File: src/rtl/byte_swap_pkg.sv
// Package: shared widths and the operation encoding of the swap unit.
// Assumes a word of exactly four bytes.
package byte_swap_pkg;
    localparam int unsigned SWP_BYTE_W = 8;
    localparam int unsigned SWP_NBYTES = 4;
    localparam int unsigned SWP_WORD_W = SWP_BYTE_W * SWP_NBYTES;

    typedef enum logic [1:0] {
        SWP_PAIR = 2'b00,
        SWP_REV  = 2'b01,
        SWP_HALF = 2'b10,
        SWP_PASS = 2'b11
    } swp_op_e;
endpackage

File: src/rtl/byte_swap_lanes.sv
// Module: byte_swap_lanes
// Routes source bytes to result bytes for the selected operation.
// Assumes NBYTES is even; the pair swap exchanges bytes 2k and 2k+1.
module byte_swap_lanes
    import byte_swap_pkg::*;
#(
    parameter int unsigned BYTE_W = SWP_BYTE_W,
    parameter int unsigned NBYTES = SWP_NBYTES
) (
    input  logic [BYTE_W*NBYTES-1:0] src_i,
    input  logic [1:0]               op_i,
    output logic [BYTE_W*NBYTES-1:0] res_o
);
    localparam int unsigned WORD_W = BYTE_W * NBYTES;
    localparam int unsigned HALF_B = NBYTES / 2;

    logic [WORD_W-1:0] pair_w;
    logic [WORD_W-1:0] rev_w;
    logic [WORD_W-1:0] half_w;

    for (genvar g = 0; g < NBYTES; g++) begin : g_lane
        localparam int unsigned PAIR_SRC = g ^ 1;
        localparam int unsigned REV_SRC  = NBYTES - 1 - g;
        localparam int unsigned HALF_SRC = (g + HALF_B) % NBYTES;
        assign pair_w[g*BYTE_W +: BYTE_W] = src_i[PAIR_SRC*BYTE_W +: BYTE_W];
        assign rev_w [g*BYTE_W +: BYTE_W] = src_i[REV_SRC*BYTE_W  +: BYTE_W];
        assign half_w[g*BYTE_W +: BYTE_W] = src_i[HALF_SRC*BYTE_W +: BYTE_W];
    end

    // Pick the routed word for the requested operation.
    always_comb begin
        unique case (swp_op_e'(op_i))
            SWP_PAIR: res_o = pair_w;
            SWP_REV:  res_o = rev_w;
            SWP_HALF: res_o = half_w;
            default:  res_o = src_i;
        endcase
    end
endmodule

File: src/rtl/byte_swap_flags.sv
// Module: byte_swap_flags
// Derives zero, sign, carry and overflow from the rearranged word.
// Assumes a four-byte word; pass-through yields all-zero flags.
module byte_swap_flags
    import byte_swap_pkg::*;
#(
    parameter int unsigned BYTE_W = SWP_BYTE_W,
    parameter int unsigned NBYTES = SWP_NBYTES
) (
    input  logic [BYTE_W*NBYTES-1:0] res_i,
    input  logic [1:0]               op_i,
    output logic                     z_o,
    output logic                     s_o,
    output logic                     cy_o,
    output logic                     ov_o
);
    localparam int unsigned WORD_W = BYTE_W * NBYTES;
    localparam int unsigned HALF_W = WORD_W / 2;

    logic [NBYTES-1:0] byte_zero;
    logic              lo_half_zero;
    logic              hi_half_zero;

    for (genvar g = 0; g < NBYTES; g++) begin : g_bz
        assign byte_zero[g] = (res_i[g*BYTE_W +: BYTE_W] == '0);
    end

    assign lo_half_zero = (res_i[HALF_W-1:0] == '0);
    assign hi_half_zero = (res_i[WORD_W-1:HALF_W] == '0);

    // Apply the per-operation zero and carry rules.
    always_comb begin
        z_o  = 1'b0;
        s_o  = 1'b0;
        cy_o = 1'b0;
        ov_o = 1'b0;
        unique case (swp_op_e'(op_i))
            SWP_PAIR: begin
                z_o  = lo_half_zero;
                cy_o = byte_zero[0] | byte_zero[1];
                s_o  = res_i[WORD_W-1];
            end
            SWP_REV: begin
                z_o  = lo_half_zero & hi_half_zero;
                cy_o = |byte_zero;
                s_o  = res_i[WORD_W-1];
            end
            SWP_HALF: begin
                z_o  = lo_half_zero & hi_half_zero;
                cy_o = lo_half_zero | hi_half_zero;
                s_o  = res_i[WORD_W-1];
            end
            default: ;
        endcase
    end
endmodule

File: src/rtl/byte_swap_unit.sv
// Module: byte_swap_unit (top)
// Combinational byte/halfword rearrangement with status-flag outputs.
// Assumes the caller registers the outputs; no clock or reset is used.
module byte_swap_unit
    import byte_swap_pkg::*;
(
    input  logic [31:0] operand_i,
    input  logic [1:0]  op_sel_i,
    output logic [31:0] result_o,
    output logic        flag_z_o,
    output logic        flag_s_o,
    output logic        flag_cy_o,
    output logic        flag_ov_o,
    output logic        flag_we_o
);
    byte_swap_lanes #(.BYTE_W(SWP_BYTE_W), .NBYTES(SWP_NBYTES)) u_lanes (
        .src_i (operand_i),
        .op_i  (op_sel_i),
        .res_o (result_o)
    );

    byte_swap_flags #(.BYTE_W(SWP_BYTE_W), .NBYTES(SWP_NBYTES)) u_flags (
        .res_i (result_o),
        .op_i  (op_sel_i),
        .z_o   (flag_z_o),
        .s_o   (flag_s_o),
        .cy_o  (flag_cy_o),
        .ov_o  (flag_ov_o)
    );

    // Request a status update for every real operation.
    always_comb flag_we_o = (swp_op_e'(op_sel_i) != SWP_PASS);
endmodule

File: config.mk
export PLATFORM = sky130hd
export DESIGN_NAME = byte_swap_unit
export DESIGN_NICKNAME = d
export VERILOG_FILES = /design/src/rtl/byte_swap_pkg.sv /design/src/rtl/byte_swap_lanes.sv /design/src/rtl/byte_swap_flags.sv /design/src/rtl/byte_swap_unit.sv
export SDC_FILE = /design/constraint.sdc
export NUM_CORES = 1
export LEC_CHECK = 0
export ABC_CLOCK_PERIOD_IN_PS = 3100
export CAP_MARGIN = 20
export CELL_PAD_IN_SITES_DETAIL_PLACEMENT = 1
export CELL_PAD_IN_SITES_GLOBAL_PLACEMENT = 1
export CORE_MARGIN = 2
export CORE_UTILIZATION = 44
export DETAILED_ROUTE_END_ITERATION = 10
export DONT_BUFFER_PORTS = 1
export GPL_ROUTABILITY_DRIVEN = 0
export PLACE_DENSITY = 0.85
export SYNTH_ARGS = -nofsm -noshare
export SYNTH_HDL_FRONTEND = slang
export SYNTH_SLANG_ARGS = --single-unit
File: constraint.sdc
create_clock -name vclk -period 3.1
set_clock_uncertainty 0.1 [all_clocks]
set_input_delay 0.155 -clock vclk [all_inputs]
set_output_delay 0.155 -clock vclk [all_outputs]
set_load 0.01 [all_outputs]
## After elaboration in Yosys (flattened, before gate mapping)

Index checks and enable logic that the tools add are counted.

- Bitwise gates (word level): 3
- Multiplexer cells: 4
- Equal/unequal tests: 3
- Reduce and logical (&&, ||, !) cells: 10

Operators by type and width:

| cell | number |
|---|---|
| one-hot mux 32 bit (3 select lines) | 1 |
| zero test 16 bit | 2 |
| zero test 8 bit | 4 |
| OR reduction 4 bit | 1 |
| one-hot mux 1 bit (3 select lines) | 1 |
| OR reduction 3 bit | 1 |
| equality test 2 x 1 -> 1 bit (second input constant) | 1 |
| equality test 2 bit (second input constant) | 1 |
| zero test 2 bit | 1 |
| != test 2 bit (second input constant) | 1 |
| bitwise OR 1 bit | 2 |
| one-hot mux 1 bit (2 select lines) | 1 |
| OR reduction 2 bit | 1 |
| bitwise AND 1 bit | 1 |
| two-way mux 1 bit | 1 |

- Output and inout bits: 37
- Word-level logic and storage cells: 20
- Flip-flop bits (word level): 0

## Logic depth before layout (Yosys ltp)

- Depth after elaboration: 5
- Gate-level depth with buffers: 11
- Depth with buffers taken out: 8

## Cells and area by module

From an unflattened synthesis, not the netlist that was laid out.

- Cells, all modules: 70
- Area total of the unflattened synthesis: 1,071.0 um2

By module, submodules not included:

| module | instances | seq. area each (um2) | cells each | area an instance (um2) |
|---|---|---|---|---|
| byte_swap_lanes | 1 | 0.0 | 40 | 835.8 |
| byte_swap_flags | 1 | 0.0 | 29 | 231.5 |
| byte_swap_unit | 1 | 0.0 | 1 | 3.8 |

## Worst setup path before layout

No wires, ideal clock.

- Kind: input port to output port
- Start point: in op_sel_i[0]
- End point: out flag_cy_o
- Cell stages on the path: 10
- Arrival: 2.525 ns
- Path slack: 0.320 ns
- Data required time: 2.845 ns
- Cell sequence: inv_1 > ha_1 > buf_6 > buf_6 > a222oi_1 > mux2i_1 > or4_1 > or4_1 > a21bo_1 > a31oi_1

- Longest elaborated chain between the ends: 5

RTL lines:

| item | line | source |
|---|---|---|
| start: declaration | byte_swap_unit.sv:8 | `input logic [1:0] op_sel_i,` |
| equality test 2 bit (tied with other cells) | byte_swap_lanes.sv:32 | `unique case (swp_op_e'(op_i))` |
| one-hot mux 32 bit (3 select lines) * | byte_swap_lanes.sv:32 |  |
| via result_o[18] | byte_swap_unit.sv:9 | `output logic [31:0] result_o,` |
| zero test 16 bit or zero test 8 bit (tied branches) | byte_swap_flags.sv:29, byte_swap_flags.sv:25 |  |
| bitwise OR 1 bit or OR reduction 4 bit (tied branches) | byte_swap_flags.sv:50, byte_swap_flags.sv:45 |  |
| one-hot mux 1 bit (3 select lines) * | byte_swap_flags.sv:37 | `unique case (swp_op_e'(op_i))` |
| end: declaration | byte_swap_unit.sv:12 | `output logic flag_cy_o,` |

Mark *: on every way through the listed nets, which the timed path passes. The rest lies on a longest branch.

## Worst setup path in the final report

- Start point: in op_sel_i[0]
- End point: out flag_cy_o

- Longest elaborated chain between the ends: 5

RTL lines:

| item | line | source |
|---|---|---|
| equality test 2 bit (tied with other cells) | byte_swap_lanes.sv:32, byte_swap_flags.sv:37 |  |
| one-hot mux 32 bit (3 select lines) | byte_swap_lanes.sv:32 |  |
| zero test 16 bit (tied with other cells) | byte_swap_flags.sv:28 | `assign lo_half_zero = (res_i[HALF_W-1:0] == '0);` |
| bitwise OR 1 bit (tied with other cells) | byte_swap_flags.sv:50 | `cy_o = lo_half_zero \| hi_half_zero;` |
| one-hot mux 1 bit (3 select lines) * | byte_swap_flags.sv:37 |  |

Every way passes the cells marked *; elsewhere a longest branch is shown, timed or not.

==> run_results.csv <==
group,metric,value,unit
setup_path,crit_fanout,34,
synthesis,yosys_warnings,0,
synthesis,synth_nets,190,
pwr,finalPower,0.0002232,W
setup_path,cp.required,2.84,ns
grt,grt_max_degree,35,
setup_path,startpoint,"op_sel_i[0]",
setup_path,cp-end-kind,"output port",
drt,drt-vias-per-instance,7.216,
finish,clock_buffers,0,
grt,grtUsageTotal,28.44,%
floorplan,ios,71,
setup_path,crit_end,"flag_cy_o",
job,cap_violations,0,
finish,fillers,298,
synthesis,synth_cell_types,23,
floorplan,die_y,53.31,um
floorplan,num_rows,17,
drt,drtPass1Iterations,9,
sta,final-max-slew-violation-count,0,
setup_path,path_cells,"inv_1 > ha_2 > buf_12 > a222oi_1 > mux2i_1 > or4_4 > or4_1 > a21bo_1 > a31oi_1 > buf_4",
floorplan,fp.dieW,53.31,um
setup_path,slowest_stage,"or4_4",
sta,fin_crit,2.975,ns
sta,fmax,336.2,MHz
sta,period_share,95.96,%
finish,seq_area,0,um^2
setup_path,cp-start-kind,"primary input",
grt,antenna_found_initial,0,
floorplan,core-area,0.002255,mm^2
placed_design,io_buffers,0,
drt,via_count,1335,
finish,seq_cell_count,0,
drt,ant_nets,0,
finish,syn2layout_area_growth,15.44,%
finish,drive_above_1_share,16.56,%
setup_path,path_delay_family,"simple AND/OR/NAND/NOR gates",
drt,drc,0,
sta,setup_violations,0,
setup_path,crit_path_max_incr_delay,0.54,ns
finish,final_common_cell,"inv_1",
sta,hold_viol,0,
sta,rsz0062_at_grt,"no",
drt,wirelength,4.010,mm
setup_path,critPathArrivalTime,2.72,ns
setup_path,crit_cells,10,
floorplan,die_area,0.002842,mm^2
finish,final_cell_mix,"27 x inv_1, 24 x a222oi_1, 24 x mux2i_1",
finish,diodes,0,
setup_path,crit_buf_inv,3,
status,outcome,"completed",
drt,wire_per_inst,21.68,um
pwr,vdd_drop_max,0.0001036,V
synthesis,postSynthAreaPerCell,7.085,um^2
synthesis,synth_area,0.001070,mm^2
synthesis,yosysSeqAreaShare,0,%
pwr,powerDensity,180.7,mW/mm^2
synthesis,synthCells,151,
grt,grt_pass1_vias,1347,
hold_path,min_path_type,"primary input to output port",
grt,grt_pass1_wl,6.272,mm
pwr,p_leak,0.5341,nW
floorplan,start_util,47.45,%
sta,setup_tns,0,ns
drt,drt_iter0_markers,113,
grt,gr-total-overflow,0,
finish,nets,198,
placed_design,dp_hpwl,3.033,mm
setup_path,crit_type,"primary input to output port",
-- how the worst min path moves through the flow --
stage,start,endpoint,slack [ns],cells after the start
after detailed placement,operand_i[3],result_o[3],0.37,2
after global placement,operand_i[3],result_o[3],0.36,2
final,operand_i[3],result_o[3],0.37,2
after global routing,operand_i[3],result_o[3],0.39,2
after floorplan,operand_i[17],result_o[17],0.34,2
after CTS,operand_i[3],result_o[3],0.37,2
-- cells by family (layout without fill, tap and decap cells) --
kind of cell	count (synthesis)	after routing	synth area share, %
AO/OA/AOI/OAI	53	53	39.06
buffers and inverters	44	50	18.95
multiplexers	24	24	22.46
AND/OR/NAND/NOR	24	24	13.33
adder cells (fa/ha/maj)	5	5	5.848
other	1	1	0.3505
-- area by class of cell --
class	instances	area (um^2)	area share [%]
inverter	27	101.3	8.207
timing repair buffer	23	222.7	18.03
multi-input combinational	107	875.8	70.92
tap	28	35.03	2.837
-- power by group --
part           total, W  switching, W  internal, W
combinational  0.000223      0.000125    0.0000978
clock                 0             0            0
sequential            0             0            0
-- through the flow --
step	utilization (%)	area (um^2)	setup slack (ns)	std cells	hold slack, ns
3_3_place_gp	54.16	1221	0.2299	184	0.3605
6_report	54.77	1235	0.1254	185	0.3731
5_1_grt	54.77	1235	0.01912	185	0.3937
2_1_floorplan	-	1070	0.3199	151	0.3446
3_5_place_dp	54.16	1221	0.1277	184	0.3702
4_1_cts	54.16	1221	0.1294	184	0.3702
-- cells in the mapped netlist, drive strengths merged --
| master | count | area, um^2 |
|---|---|---|
| a21bo | 1 | 10.01 |
| a21oi | 16 | 80.08 |
| a222oi | 24 | 240.2 |
| a22oi | 8 | 60.06 |
| a2bb2o | 1 | 10.01 |
| a31oi | 2 | 12.51 |
| buf | 9 | 71.31 |
| clkbuf | 8 | 30.03 |
| conb | 1 | 3.750 |
| ha | 5 | 62.56 |
| inv | 27 | 101.4 |
| mux2i | 24 | 240.2 |
| nand2 | 2 | 7.510 |
| nand4 | 1 | 6.260 |
| nor2 | 3 | 11.26 |
| nor2b | 8 | 50.05 |
| nor3 | 1 | 5.000 |
| nor4 | 4 | 25.02 |
| o21ai | 1 | 5.000 |
| or4 | 5 | 37.54 |
-- layer usage --
metal	part of all wire (%)	GRT usage (%)	wire length, um	up-vias
li1	-	-	-	604
met1	38	36.67	1534	646
met2	52	51.03	2096	81
met3	8.9	3.672	358	4
met4	0.52	2.991	21	0
met5	0	0	0	-
-- what timing repair did --
action                                  CTS  global route
endpoints found under the setup margin    0             1
resized for setup                         0             2
hold buffers                              0             0
setup buffers                             0             1
Power figures use the tool's default switching activity.
